--- src/rtl/vcp_pkg.sv ---
package vcp_pkg;
  localparam int unsigned DEF_NUM_VC    = 8;
  localparam int unsigned DEF_FLIT_W    = 32;
  localparam int unsigned DEF_BUF_DEPTH = 2;
  localparam int unsigned DEF_CREDITS   = 2;
endpackage

--- src/rtl/vcp_fifo.sv ---
module vcp_fifo #(
  parameter int unsigned W     = 32,
  parameter int unsigned DEPTH = 2
) (
  input  logic         clk,
  input  logic         rst_n,
  input  logic         wr_en,
  input  logic [W-1:0] wr_data,
  input  logic         rd_en,
  output logic [W-1:0] rd_data,
  output logic         empty,
  output logic         full
);
  localparam int unsigned AW = (DEPTH > 1) ? $clog2(DEPTH) : 1;
  localparam int unsigned CW = $clog2(DEPTH + 1);
  localparam logic [AW-1:0] LAST = AW'(DEPTH - 1);

  logic [W-1:0]  mem [DEPTH];
  logic [AW-1:0] wp, rp;
  logic [CW-1:0] cnt;

  always_ff @(posedge clk or negedge rst_n) begin
    if (!rst_n) begin
      wp  <= '0;
      rp  <= '0;
      cnt <= '0;
    end else begin
      if (wr_en) wp <= (wp == LAST) ? '0 : wp + 1'b1;
      if (rd_en) rp <= (rp == LAST) ? '0 : rp + 1'b1;
      case ({wr_en, rd_en})
        2'b10:   cnt <= cnt + 1'b1;
        2'b01:   cnt <= cnt - 1'b1;
        default: cnt <= cnt;
      endcase
    end
  end

  always_ff @(posedge clk) begin
    if (wr_en) mem[wp] <= wr_data;
  end

  assign rd_data = mem[rp];
  assign empty   = (cnt == '0);
  assign full    = (cnt == CW'(DEPTH));

  AST_NO_OVERFLOW: assert property (@(posedge clk) disable iff (!rst_n)
    wr_en |-> !full);
  AST_NO_UNDERFLOW: assert property (@(posedge clk) disable iff (!rst_n)
    rd_en |-> !empty);
endmodule

--- src/rtl/vcp_credit.sv ---
module vcp_credit #(
  parameter int unsigned INIT = 2
) (
  input  logic clk,
  input  logic rst_n,
  input  logic take,
  input  logic give,
  output logic avail
);
  localparam int unsigned CW = $clog2(INIT + 1);
  logic [CW-1:0] cnt;

  always_ff @(posedge clk or negedge rst_n) begin
    if (!rst_n) cnt <= CW'(INIT);
    else begin
      case ({take, give})
        2'b10:   cnt <= cnt - 1'b1;
        2'b01:   cnt <= cnt + 1'b1;
        default: cnt <= cnt;
      endcase
    end
  end

  assign avail = (cnt != '0);

  AST_CREDIT_TAKE: assert property (@(posedge clk) disable iff (!rst_n)
    take |-> cnt != '0);
  AST_CREDIT_CAP: assert property (@(posedge clk) disable iff (!rst_n)
    (give && !take) |-> cnt < CW'(INIT));
endmodule

--- src/rtl/vcp_arbiter.sv ---
module vcp_arbiter #(
  parameter int unsigned NUM_VC = 8,
  localparam int unsigned VW    = $clog2(NUM_VC)
) (
  input  logic              clk,
  input  logic              rst_n,
  input  logic [NUM_VC-1:0] elig,
  input  logic              xfer,
  input  logic [VW-1:0]     sent_vc,
  output logic              grant_valid,
  output logic [VW-1:0]     grant_vc
);
  localparam int unsigned G  = NUM_VC - 1;
  localparam logic [VW-1:0] BE = VW'(NUM_VC - 1);
  localparam logic [VW-1:0] GL = VW'(G - 1);

  logic [VW-1:0] last_q, ptr;
  logic          found;

  assign ptr = (last_q == GL) ? '0 : last_q + 1'b1;

  always_comb begin
    int idx;
    found    = 1'b0;
    grant_vc = BE;
    for (int k = 0; k < int'(G); k++) begin
      idx = int'(ptr) + k;
      if (idx >= int'(G)) idx = idx - int'(G);
      if (!found && elig[idx]) begin
        found    = 1'b1;
        grant_vc = VW'(idx);
      end
    end
    grant_valid = found || elig[BE];
  end

  always_ff @(posedge clk or negedge rst_n) begin
    if (!rst_n) last_q <= GL;
    else if (xfer && sent_vc != BE) last_q <= sent_vc;
  end

  AST_BE_LAST: assert property (@(posedge clk) disable iff (!rst_n)
    (grant_valid && grant_vc == BE) |-> elig[G-1:0] == '0);
  AST_WORK_CONS: assert property (@(posedge clk) disable iff (!rst_n)
    (|elig) |-> grant_valid);
  AST_GRANT_ELIG: assert property (@(posedge clk) disable iff (!rst_n)
    grant_valid |-> elig[grant_vc]);
endmodule

--- src/rtl/vc_link_port.sv ---
module vc_link_port
  import vcp_pkg::*;
#(
  parameter int unsigned NUM_VC    = DEF_NUM_VC,
  parameter int unsigned FLIT_W    = DEF_FLIT_W,
  parameter int unsigned BUF_DEPTH = DEF_BUF_DEPTH,
  parameter int unsigned CREDITS   = DEF_CREDITS,
  localparam int unsigned VW       = $clog2(NUM_VC)
) (
  input  logic              clk,
  input  logic              rst_n,
  input  logic              in_valid,
  output logic              in_ready,
  input  logic [VW-1:0]     in_vc,
  input  logic [FLIT_W-1:0] in_data,
  output logic              out_valid,
  input  logic              out_ready,
  output logic [VW-1:0]     out_vc,
  output logic [FLIT_W-1:0] out_data,
  input  logic [NUM_VC-1:0] credit_ret,
  output logic              err_overflow
);
  logic [NUM_VC-1:0] wr_en, rd_en, empty, full, avail, elig;
  logic [FLIT_W-1:0] head [NUM_VC];
  logic              arb_valid, xfer;
  logic [VW-1:0]     arb_vc;
  logic              hold_q;
  logic [VW-1:0]     hold_vc_q;
  logic              err_q;

  assign xfer = out_valid && out_ready;

  for (genvar v = 0; v < int'(NUM_VC); v++) begin : g_vc
    assign wr_en[v] = in_valid && (in_vc == VW'(v)) && !full[v];
    assign rd_en[v] = xfer && (out_vc == VW'(v));
    assign elig[v]  = !empty[v] && avail[v];

    vcp_fifo #(.W(FLIT_W), .DEPTH(BUF_DEPTH)) u_buf (
      .clk(clk), .rst_n(rst_n),
      .wr_en(wr_en[v]), .wr_data(in_data),
      .rd_en(rd_en[v]), .rd_data(head[v]),
      .empty(empty[v]), .full(full[v])
    );

    vcp_credit #(.INIT(CREDITS)) u_cred (
      .clk(clk), .rst_n(rst_n),
      .take(rd_en[v]), .give(credit_ret[v]),
      .avail(avail[v])
    );
  end

  vcp_arbiter #(.NUM_VC(NUM_VC)) u_arb (
    .clk(clk), .rst_n(rst_n),
    .elig(elig), .xfer(xfer), .sent_vc(out_vc),
    .grant_valid(arb_valid), .grant_vc(arb_vc)
  );

  assign in_ready  = !full[in_vc];
  assign out_valid = hold_q || arb_valid;
  assign out_vc    = hold_q ? hold_vc_q : arb_vc;
  assign out_data  = head[out_vc];
  assign err_overflow = err_q;

  always_ff @(posedge clk or negedge rst_n) begin
    if (!rst_n) begin
      hold_q    <= 1'b0;
      hold_vc_q <= '0;
      err_q     <= 1'b0;
    end else begin
      hold_q    <= out_valid && !out_ready;
      hold_vc_q <= out_vc;
      if (in_valid && full[in_vc]) err_q <= 1'b1;
    end
  end

  AST_HOLD_STABLE: assert property (@(posedge clk) disable iff (!rst_n)
    (out_valid && !out_ready) |=> (out_valid && $stable(out_vc) && $stable(out_data)));
  AST_ERR_STICKY: assert property (@(posedge clk) disable iff (!rst_n)
    err_overflow |=> err_overflow);
  AST_ERR_SET: assert property (@(posedge clk) disable iff (!rst_n)
    (in_valid && !in_ready) |=> err_overflow);
endmodule

--- config.mk ---
export PLATFORM = sky130hd
export DESIGN_NAME = vc_link_port
export DESIGN_NICKNAME = d
export VERILOG_FILES = /design/src/rtl/vcp_pkg.sv /design/src/rtl/vcp_fifo.sv /design/src/rtl/vcp_credit.sv /design/src/rtl/vcp_arbiter.sv /design/src/rtl/vc_link_port.sv
export SDC_FILE = /design/constraint.sdc
export NUM_CORES = 1
export LEC_CHECK = 0
export BUFFER_PORTS_ARGS = -buffer_cell sky130_fd_sc_hd__buf_2
export CORE_UTILIZATION = 65
export DETAILED_ROUTE_END_ITERATION = 8
export GPL_TIMING_DRIVEN = 0
export PLACE_DENSITY = 0.81
export SLEW_MARGIN = 20
export SYNTH_ARGS = -nofsm -noshare
export SYNTH_HDL_FRONTEND = slang
export SYNTH_HIERARCHICAL = 1
export SYNTH_SLANG_ARGS = --single-unit
export TNS_END_PERCENT = 10
--- constraint.sdc ---
create_clock -name clk -period 12.1 [get_ports clk]
set_input_delay 2.42 -clock clk [delete_from_list [all_inputs] [get_ports clk]]
set_output_delay 2.42 -clock clk [all_outputs]
set_load 0.01 [all_outputs]
# Word-level counts from Yosys, hierarchy flattened
# Memories as Yosys holds them, arrays and structs flattened.
# Cells that the tools add are included.
classes:
  n_addsub: 62
  magnitude_cmp: 16
  n_eq_ne: 56
  muxes: 97
  n_bitwise: 1
  reduce_logical: 102
ops:
  columns: ["op", "n"]
  rows:
  - ["$mux 32", 9]
  - ["$lt 32x5->1 const B", 7]
  - ["$ge 32x4->1 const B", 6]
  - ["$sub 32x4->32 const B", 6]
  - ["$bmux 32 s3", 1]
  - ["$pmux 2 s2", 16]
  - ["$mux 1", 54]
  - ["$eq 2x2->1 const B", 24]
  - ["$reduce_bool 2->1", 24]
  - ["$logic_and 1x1->1", 42]
  - ["$add 2x1->2 const B", 16]
  - ["$eq 2x1->1 const B", 16]
  - ["$sub 2x1->2 const B", 16]
  - ["$eq 3x3->1 const B", 9]
  - ["$mux 3", 9]
  - ["$bmux 1 s3", 8]
  - ["$logic_not 1->1", 24]
  - ["$add 1x1->1 const B", 16]
  - ["$logic_not 2->1", 8]
  - ["$add 3x3->4 const B", 3]
  - ["$eq 3x2->1 const B", 4]
  - ["$add 3x2->4 const B", 2]
  - ["$eq 3x1->1 const B", 2]
  - ["$logic_not 3->1", 2]
  - ["9 further kinds", 10]
word_totals:
  ff_bits: 56
  ram_bits: 512
  inputBits: 47
  out_inout_bits: 38
  wordCells: 378
  mem_count: 8
memory_table:
  columns: ["name", "depth", "width", "read_ports", "rd_ports_with_merged_regs", "write_ports", "line_no", "source"]
  rows:
  - ["g_vc[0].u_buf.mem", 2, 32, 1, 0, 1, "vcp_fifo.sv:18", "logic [W-1:0] mem [DEPTH];"]
  - ["g_vc[1].u_buf.mem", 2, 32, 1, 0, 1, "vcp_fifo.sv:18", null]
  - ["g_vc[2].u_buf.mem", 2, 32, 1, 0, 1, "vcp_fifo.sv:18", null]
  - ["g_vc[3].u_buf.mem", 2, 32, 1, 0, 1, "vcp_fifo.sv:18", null]
  - ["g_vc[4].u_buf.mem", 2, 32, 1, 0, 1, "vcp_fifo.sv:18", null]
  - ["g_vc[5].u_buf.mem", 2, 32, 1, 0, 1, "vcp_fifo.sv:18", null]
  - ["2 more memories", null, null, null, null, null, null, null]

# Longest topological paths before layout
# Gate-level depths: netlist (run 1).
depth:
  ltp_word: 32
  mapped_depth: 26
  mapped_depth_nobuf: 21

# Cells and area by module
# Netlist (run 1), hierarchy kept.
modules_own_cells:
  columns: ["mod", "n_inst", "cells_each", "area_per_inst_um2", "seq_area_each_um2"]
  rows:
  - ["vcp_fifo", 8, 116, 2646.3, 2021.9]
  - ["vc_link_port", 1, 281, 2306.0, 125.1]
  - ["vcp_arbiter", 1, 236, 1784.2, 77.6]
  - ["vcp_credit", 8, 9, 103.8, 51.3]

# Worst setup path after synthesis (run 1)
# OpenSTA, ideal clock, no wires.
synth_timing:
  kind: "flip-flop to output port"
  from: "reg u_arb.last_q[1]"
  to: "out out_data[13]"
  arrival_ps: 4891
  t_required_ps: 9680
  setup_slack_ps: 4789
  stages_incl_launch_ff: 21
  path_buffers: 3
  cell_sequence: "dfstp_2 > and2b_2 > or2_2 > ha_1 > ha_1 > clkbuf_1 > o21ai_0 > o21ai_1 > nand2_1 > o31a_1 > a22oi_1 > o221a_2 > mux2_2 > a21oi_1 > mux2i_2 > inv_2 > buf_6 > buf_2 > nand2_1 > and3_1 > o31ai_1"
synth_between:
  elab_chain_cells: 31
  elab_cells_between_ends: 81
  classes_between: "14 x add/sub; 7 x order compare; 1 x eq/ne; 46 x mux; 1 x bitwise; 12 x reduce/logical"
synth_rtl:
  columns: ["item", "line_no", "source"]
  rows:
  - ["start: declaration", "vcp_arbiter.sv:17", "logic [VW-1:0] last_q, ptr;"]
  - ["start signal: assignment", "vcp_arbiter.sv:39", "else if (xfer && sent_vc != BE) last_q <= sent_vc;"]
  - ["$add 3x1->3 / $eq 3x3->1 (equally long branches)", "vcp_arbiter.sv:20", "assign ptr = (last_q == GL) ? '0 : last_q + 1'b1;"]
  - ["$mux 3 *", "vcp_arbiter.sv:20", null]
  - ["parallel branches: the longest is 23 deep, another holds $sub 32x4->32", null, null]
  - ["$mux 3 *", "vcp_arbiter.sv:29", "if (!found && elig[idx]) begin"]
  - ["via arb_vc[1]", "vc_link_port.sv:26", "logic [VW-1:0] arb_vc;"]
  - ["$mux 3 *", "vc_link_port.sv:60", "assign out_vc = hold_q ? hold_vc_q : arb_vc;"]
  - ["via out_vc[1]", "vc_link_port.sv:18", "output logic [VW-1:0] out_vc,"]
  - ["$not 3->4 (not written as such) *", "vc_link_port.sv:61", "assign out_data = head[out_vc];"]
  - ["$bmux 32 s3 *", "vc_link_port.sv:61", null]
  - ["$mux 32 (not written as such) * (2 in series)", "vc_link_port.sv:61", null]
  - ["end: declaration", "vc_link_port.sv:19", "output logic [FLIT_W-1:0] out_data,"]
# Mark *: on every way through the listed nets, which the timed path passes. The select of a mux whose other input is x is not followed.

# Final worst setup path (run 1)
layout_timing:
  from: "reg u_arb.last_q[1]"
  to: "out out_data[19]"
layout_between:
  elab_chain_cells: 31
  elab_cells_between_ends: 81
  classes_between: "14 x add/sub; 7 x order compare; 1 x eq/ne; 46 x mux; 1 x bitwise; 12 x reduce/logical"
layout_rtl:
  columns: ["item", "line_no"]
  rows:
  - ["$add 3x1->3 / $eq 3x3->1 (equally long branches)", "vcp_arbiter.sv:20"]
  - ["$mux 3 *", "vcp_arbiter.sv:20"]
  - ["parallel branches: the longest is 23 deep, another holds $sub 32x4->32", null]
  - ["$mux 3 *", "vcp_arbiter.sv:29"]
  - ["via arb_vc[1]", "vc_link_port.sv:26"]
  - ["$mux 3 *", "vc_link_port.sv:60"]
  - ["$not 3->4 (not written as such) *", "vc_link_port.sv:61"]
  - ["$bmux 32 s3 *", "vc_link_port.sv:61"]
  - ["$mux 32 (not written as such) * (2 in series)", "vc_link_port.sv:61"]
# Marks and branches as above.

==> metrics.csv, run 1 <==
stage,metric,value,unit
detailed_routing,final WL,73500,um
hold_path,Hold Path End,err_overflow,
timing,clk_skew,21.8,ps
logic_synthesis,number of synthesized flops with an enable pin,512,
cells_and_area,fraction of layout cells with a size suffix above 1,34.4,%
timing,RSZ-0062 raised after global routing,no,
cells_and_area,"commonest non-fill, non-tap cell in the layout",edfxtp_1,
logic_synthesis,syn_nets,1591,
timing,Fin. Hold Viols,0,
timing,Tcrit/Tclk final,82.2,%
detailed_routing,DRT iter0 DRCs,1878,
placement,area post-placement,27600,um2
detailed_routing,via count,15400,
detailed_routing,drt first pass iters,8,
worst_setup_path,Worst setup SP type,flip-flop,
timing,Worst slew margin,21.4,%
worst_setup_path,CP max FO,10,
worst_setup_path,critical path required time,9680,ps
logic_synthesis,Avg Inst Size Synth,17.2,um2
global_route,initial antenna violation count,2,
logic_synthesis,post-synthesis async set-or-reset flop share,9.86,%
clocking,H-tree depth,2,
cells_and_area,Area Growth Syn to Fin,13.3,%
die,I/O pins,85,
clocking,CTS root buffer,clkbuf_16,
die,die width,202,um
worst_setup_path,worst setup path category,reg2out,
timing,max-slew violation count,0,
placement,I/O Buffers,83,
cells_and_area,final core utilization,74.6,%
clocking,later-pin clock latency in the skew report,610,ps
clocking,CTS sink count,568,
logic_synthesis,Yosys warning count,6,
clocking,clk slew on worst S/H paths,60,ps
logic_synthesis,Netlist cell types,77,
timing,# setup viols final,0,
timing,Worst Max-Slew Pin Slew,1180,ps
clocking,# hold bufs at CTS,0,
worst_setup_path,R2R Setup Slk,4880,ps
detailed_routing,Antenna Nets Post-Route,0,
cells_and_area,"commonest non-fill, non-tap cells in the layout","edfxtp_1, mux2_4, buf_2",
placement,GPL Wtd Cong,0.935,
die,Starting Density,65.8,%
global_route,vias in the first global route,15600,
timing,final worst slack,2160,ps
worst_setup_path,Crit. End Element,primary output,
logic_synthesis,register area share after synthesis,64.3,%
clocking,setup bufs post-CTS,0,
die,Die ar.,40900,um2
global_route,largest net degree at the start of global routing,57,
timing,setup total negative slack,0,ps
global_route,first-pass GRT wire length,105000,um
clocking,Inserted Clock Buffers,56,
timing,maximum clock rate,101,MHz
worst_setup_path,RR Endpoint,g_vc[4].u_cred/cnt[1],
run,max-cap violations,0,
clocking,post-CTS sizing,0,
logic_synthesis,post-synthesis cell area,26100,um2
hold_path,hold path cells,1,
clocking,Max Root-Sink Buffers,3,
global_route,overflow left after global routing,0,
hold_path,Worst Hold Class,reg2reg,
detailed_routing,WL/cell,32.7,um
detailed_routing,# DRC,0,
clocking,CTS tree,yes,
placement,dpl ws,3000,ps
hold_path,start point of the worst min-delay path,err_overflow,
die,Die Ht,202,um
placement,Post-DP HPWL,43800,um
logic_synthesis,Synth Instances,1517,
cells_and_area,design area,29600,um2
die,Core Region,39600,um2
detailed_routing,via/cell ratio,6.84,
worst_setup_path,FF-to-FF Start,u_arb/last_q[1],
logic_synthesis,ys flop type,edfxtp_1,
timing,crit path time final,9940,ps
logic_synthesis,Yosys reg bits,568,
outcome,status,completed,
worst_setup_path,arrival time at the worst endpoint,7520,ps
global_route,GR Util All Layers,36.3,%
cells_and_area,nets,1748,
die,Rows,73,
cells_and_area,Fillers,2288,
worst_setup_path,Register-to-Register Path Depth,23,
## cell usage after synthesis (all sizes together), types with 28 or more instances
library cell  instances  area share, %
edfxtp              512             59
mux2                284             16
nor2                 68           0.99
buf                  63            3.0
a21oi                50           0.96
dfrtp                46            4.4
xor2                 40            1.3
inv                  33           0.47
nand2                33           0.47
nor2b                32           0.77
a222oi               28            1.1
## metrics by stage
stage / cells / hold slack (ps)
after floorplan: 1517 / 456
after global placement: 2125 / 453
after detailed placement: 2141 / 465
after CTS: 2243 / 483
after global routing: 2243 / 501
final: 2245 / 480
## area by class of cell
type	instances	area, um2	share of cell area [%]
antenna	2	5.00	0.0169
clock buffer	63	1450	4.90
inverter	34	129	0.436
tap	525	657	2.22
buffer	76	823	2.79
multi-input combinational	839	8420	28.5
timing repair buffer	99	768	2.60
sequential	568	16800	56.8
clock inverter	39	518	1.75
## registers in the layout, summed over array words and instances, names as in the netlist
signal and flops:
g_vc.u_buf/mem 512, g_vc.u_buf/cnt 16, g_vc.u_cred/cnt 16, g_vc.u_buf/rp 8, g_vc.u_buf/wp 8, hold_vc_q 3, u_arb/last_q 3, err_overflow 1
hold_q 1
## how the worst max path moves through the flow
stage | start | to | slack (ps) | cells past startpoint
CTS | u_arb/last_q[1] | out_data[19] | 2290 | 19
global route | u_arb/last_q[1] | out_data[19] | 1950 | 19
floorplan | u_arb/last_q[1] | out_data[13] | 4790 | 20
detailed placement | u_arb/last_q[1] | out_data[19] | 3000 | 19
finish | u_arb/last_q[1] | out_data[19] | 2160 | 19
global placement | u_arb/last_q[1] | out_data[20] | 3020 | 19
## logic make-up (layout without fill, tap and decap cells)
kind of cell               count (synthesis)  in the layout  synth area share (%)
muxes                                    323            323                  18.1
AOI/OAI and AO/OA                        210            210                  6.26
and+or+nand+nor                          212            212                  4.14
other                                      0              2                     0
buffers and inverters                    110            311                  3.65
DFF                                      568            568                  64.3
xor gates and xnor gates                  67             67                  2.25
adders and majority gates                 27             27                  1.29
## critical path: stages (launching register included)
cell and delay [ps]:
dfstp_2 620, and2b_2 310, or2_2 400, ha_1 280
ha_1 370, clkbuf_1 370, o21ai_0 150, o21ai_1 190
nand2_1 210, o31a_1 340, a22oi_1 330, o221a_2 310
mux2_2 340, a21oi_1 350, nor2b_1 560, mux2_2 570
buf_2 510, a222oi_1 210, a22oi_1 290, buf_2 180
## layer usage
layer	up-vias	part of all wire (%)	GRT usage, %
met3	263	10	7.24
met5	-	0.011	0
met2	1131	48	58.9
li1	6248	-	-
met1	7710	36	45.7
met4	2	6.1	21.1
Power of run 1 is left out: the tool's default activity adds up to more than one toggle a clock period on the data nets, which glitch-free logic cannot reach.
==> inputs of run 2 (changes only) <==
--- a/config.mk
+++ b/config.mk
@@ -6,10 +6,10 @@
 export NUM_CORES = 1
 export LEC_CHECK = 0
 export BUFFER_PORTS_ARGS = -buffer_cell sky130_fd_sc_hd__buf_2
-export CORE_UTILIZATION = 65
+export CORE_UTILIZATION = 56
 export DETAILED_ROUTE_END_ITERATION = 8
 export GPL_TIMING_DRIVEN = 0
-export PLACE_DENSITY = 0.81
+export PLACE_DENSITY = 0.74
 export SLEW_MARGIN = 20
 export SYNTH_ARGS = -nofsm -noshare
 export SYNTH_HDL_FRONTEND = slang
==> constraint.sdc (replaced) <==
create_clock -name clk -period 8.73 [get_ports clk]
set_input_delay 1.746 -clock clk [delete_from_list [all_inputs] [get_ports clk]]
set_output_delay 1.746 -clock clk [all_outputs]
set_load 0.01 [all_outputs]
==> run 2 against run 1 <==
Against the previous run:
- clock-buffer cell count up 4
- final area shrank 0.27%
- cell count is 3.3% higher
- wire length decreased by 5.9%
- worst setup slack got worse by 1900 ps
- clock skew is 6.4 ps lower
- non-clock buffer count decreased by 1
- critical path depth unchanged
- sequential cell count unchanged
- via count shrank 4.2%
- first-iteration DRC count decreased by 5.2%
- die area increased by 16%
- critical path type unchanged
==> metrics.csv, run 2 (synthesized netlist as in run 1, its figures left out) <==
stage,metric,value,unit,change
die,Starting Density,57.1,%,-8.7 points
global_route,largest net degree at the start of global routing,57,,unchanged
placement,Post-DP HPWL,42600,um,-2.6%
timing,RSZ-0062 raised after global routing,no,,
clocking,H-tree depth,2,,unchanged
timing,max-slew violation count,0,,unchanged
cells_and_area,Top reg by flops,g_vc.u_buf/mem,,
cells_and_area,Area Growth Syn to Fin,13.0,%,
hold_path,Worst Hold Class,reg2reg,,
timing,Tcrit/Tclk final,96.9,%,
cells_and_area,fraction of layout cells with a size suffix above 1,34.6,%,+0.24 points
clocking,clk slew on worst S/H paths,60,ps,about the same
global_route,vias in the first global route,14700,,-6.0%
timing,Fin Hold WS,468,ps,-11.8 ps
run,max-cap violations,0,,unchanged
global_route,met3 Use GR,4.38,%,-2.9 points
worst_setup_path,arrival time at the worst endpoint,6710,ps,-810 ps
global_route,initial antenna violation count,3,,+1
worst_setup_path,Crit. End Element,primary output,,
detailed_routing,# DRC,0,,unchanged
cells_and_area,Largest register FFs,512,,unchanged
timing,Worst slew margin,34.7,%,+13 points
cells_and_area,largest registers,"g_vc.u_buf/mem (512), g_vc.u_buf/cnt (16), g_vc.u_cred/cnt (16)",,
timing,final worst slack,272,ps,-1880 ps
timing,maximum clock rate,118,MHz,
die,Die ar.,47500,um2,+16%
cells_and_area,"commonest non-fill, non-tap cell in the layout",edfxtp_1,,
worst_setup_path,CP max FO,10,,unchanged
timing,# setup viols final,0,,unchanged
clocking,CTS tree,yes,,
worst_setup_path,Worst setup SP type,flip-flop,,
detailed_routing,drt first pass iters,6,,-2
clocking,Max Root-Sink Buffers,3,,unchanged
detailed_routing,Antenna Nets Post-Route,0,,unchanged
cells_and_area,fin cells,2318,,+3.3%
global_route,gr busiest metal,met2,,
timing,Worst Max-Slew Pin Slew,977,ps,-202 ps
placement,Placed Cells,2214,,+3.4%
placement,GPL Wtd Cong,0.924,,-1.2%
timing,clk_skew,15.4,ps,-6.43 ps
cells_and_area,area of the multi-input gates,8450,um2,+0.37%
timing,Fin. Hold Viols,0,,unchanged
global_route,first-pass GRT wire length,98800,um,-6.0%
global_route,overflow left after global routing,0,,unchanged
clocking,CTS root buffer,clkbuf_16,,
outcome,status,completed,,
global_route,GR Util met1,38.8,%,-6.9 points
clocking,# hold bufs at CTS,0,,unchanged
worst_setup_path,worst setup path category,reg2out,,
detailed_routing,DRT iter0 DRCs,1781,,-5.2%
clocking,later-pin clock latency in the skew report,600,ps,about the same
placement,dpl ws,354,ps,-2650 ps
timing,crit path time final,8460,ps,
timing,setup total negative slack,0,ps,unchanged
worst_setup_path,critical path required time,6980,ps,-2700 ps
detailed_routing,final WL,69100,um,-5.9%
detailed_routing,via/cell ratio,6.35,,-7.2%
clocking,CTS sink count,568,,unchanged
worst_setup_path,R2R Setup Slk,1980,ps,-2900 ps
detailed_routing,via count,14700,,-4.2%
global_route,M2 GR Usage,48.8,%,-10 points
die,Die Ht,218,um,+7.7%
placement,I/O Buffers,83,,unchanged
cells_and_area,"commonest non-fill, non-tap cells in the layout","edfxtp_1, mux2_4, buf_2",,
detailed_routing,WL/cell,29.8,um,-8.9%
die,Core Region,45700,um2,+15%
die,I/O pins,85,,unchanged
die,die width,218,um,+7.7%
cells_and_area,Reg area,16800,um2,unchanged
clocking,Inserted Clock Buffers,55,,-1.8%
cells_and_area,Fillers,3114,,+36%
die,Rows,78,,+6.8%
cells_and_area,nets,1746,,-0.11%
global_route,GR Util All Layers,29.5,%,-6.8 points
==> run 2: cell count changes in the layout (fill, tap and decap cells not counted), moves of 3 or more <==
cell / delta
clkbuf_4: +3
clkbuf_1: -3
and2_2: -4
bufinv_16: -7
and2_4: +4
buf_12: -4
clkbuf_2: +5
==> run 2: path summary, 6_finish.rpt <==
| check | start | endpoint | cells past startpoint |
|---|---|---|---|
| setup / recovery | u_arb/last_q[1] | out_data[27] | 19 |
| hold / removal | err_overflow | err_overflow | 1 |
| setup reg to reg | u_arb/last_q[1] | g_vc[0].u_cred/cnt[1] | 22 |
| hold reg to reg | err_overflow | err_overflow | 1 |
| max in group asynchronous | rst_n | g_vc[5].u_buf/wp | 1 |
| min in group asynchronous | rst_n | err_overflow | 1 |
==> run 2: area by class of cell <==
class / count / area share, %
flip-flops and latches: 568 / 56.9
clock inverters: 33 / 1.04
multi-input cells: 839 / 28.7
plain buffers: 75 / 2.83
repair buffers: 99 / 2.53
well taps: 600 / 2.55
diodes: 3 / 0.0255
inverters: 34 / 0.446
clock buffers: 67 / 4.97
==> run 2: critical path, cell delays in order, from the launching register on <==
cell	delay (ps)
dfstp_2	600
and2b_2	300
or2_2	400
ha_1	270
ha_1	370
clkbuf_2	230
o21ai_0	110
o21ai_1	190
nand2_1	200
o31a_1	320
a22oi_1	250
o221a_2	300
mux2_2	360
a21oi_2	280
nor2b_2	440
mux2_4	400
buf_2	440
a222oi_1	190
a22oi_1	260
buf_2	180
==> run 2: timing repair <==
action                                  4_1_cts  5_1_grt
buffers inserted                              2        0
endpoints found under the setup margin       21       32
gates resized for setup                       6       17
==> run 2: per-layer routing <==
layer  wire (um)  vias up  part of all wire, %
met1       26800     7530                   39
li1            -     6243                    -
met2       33400      792                   48
met3        6050      149                  8.8
met5           0        -                    0
met4        2860        0                  4.1
==> run 2: per-stage QoR <==
stage          utilization, %  instance area (um2)
6_report                 64.5                29500
5_1_grt                  64.5                29500
4_1_cts                  64.5                29400
3_5_place_dp             60.5                27700
3_3_place_gp             59.7                27300
2_1_floorplan               -                26100
Power of run 2 is left out for the same reason.
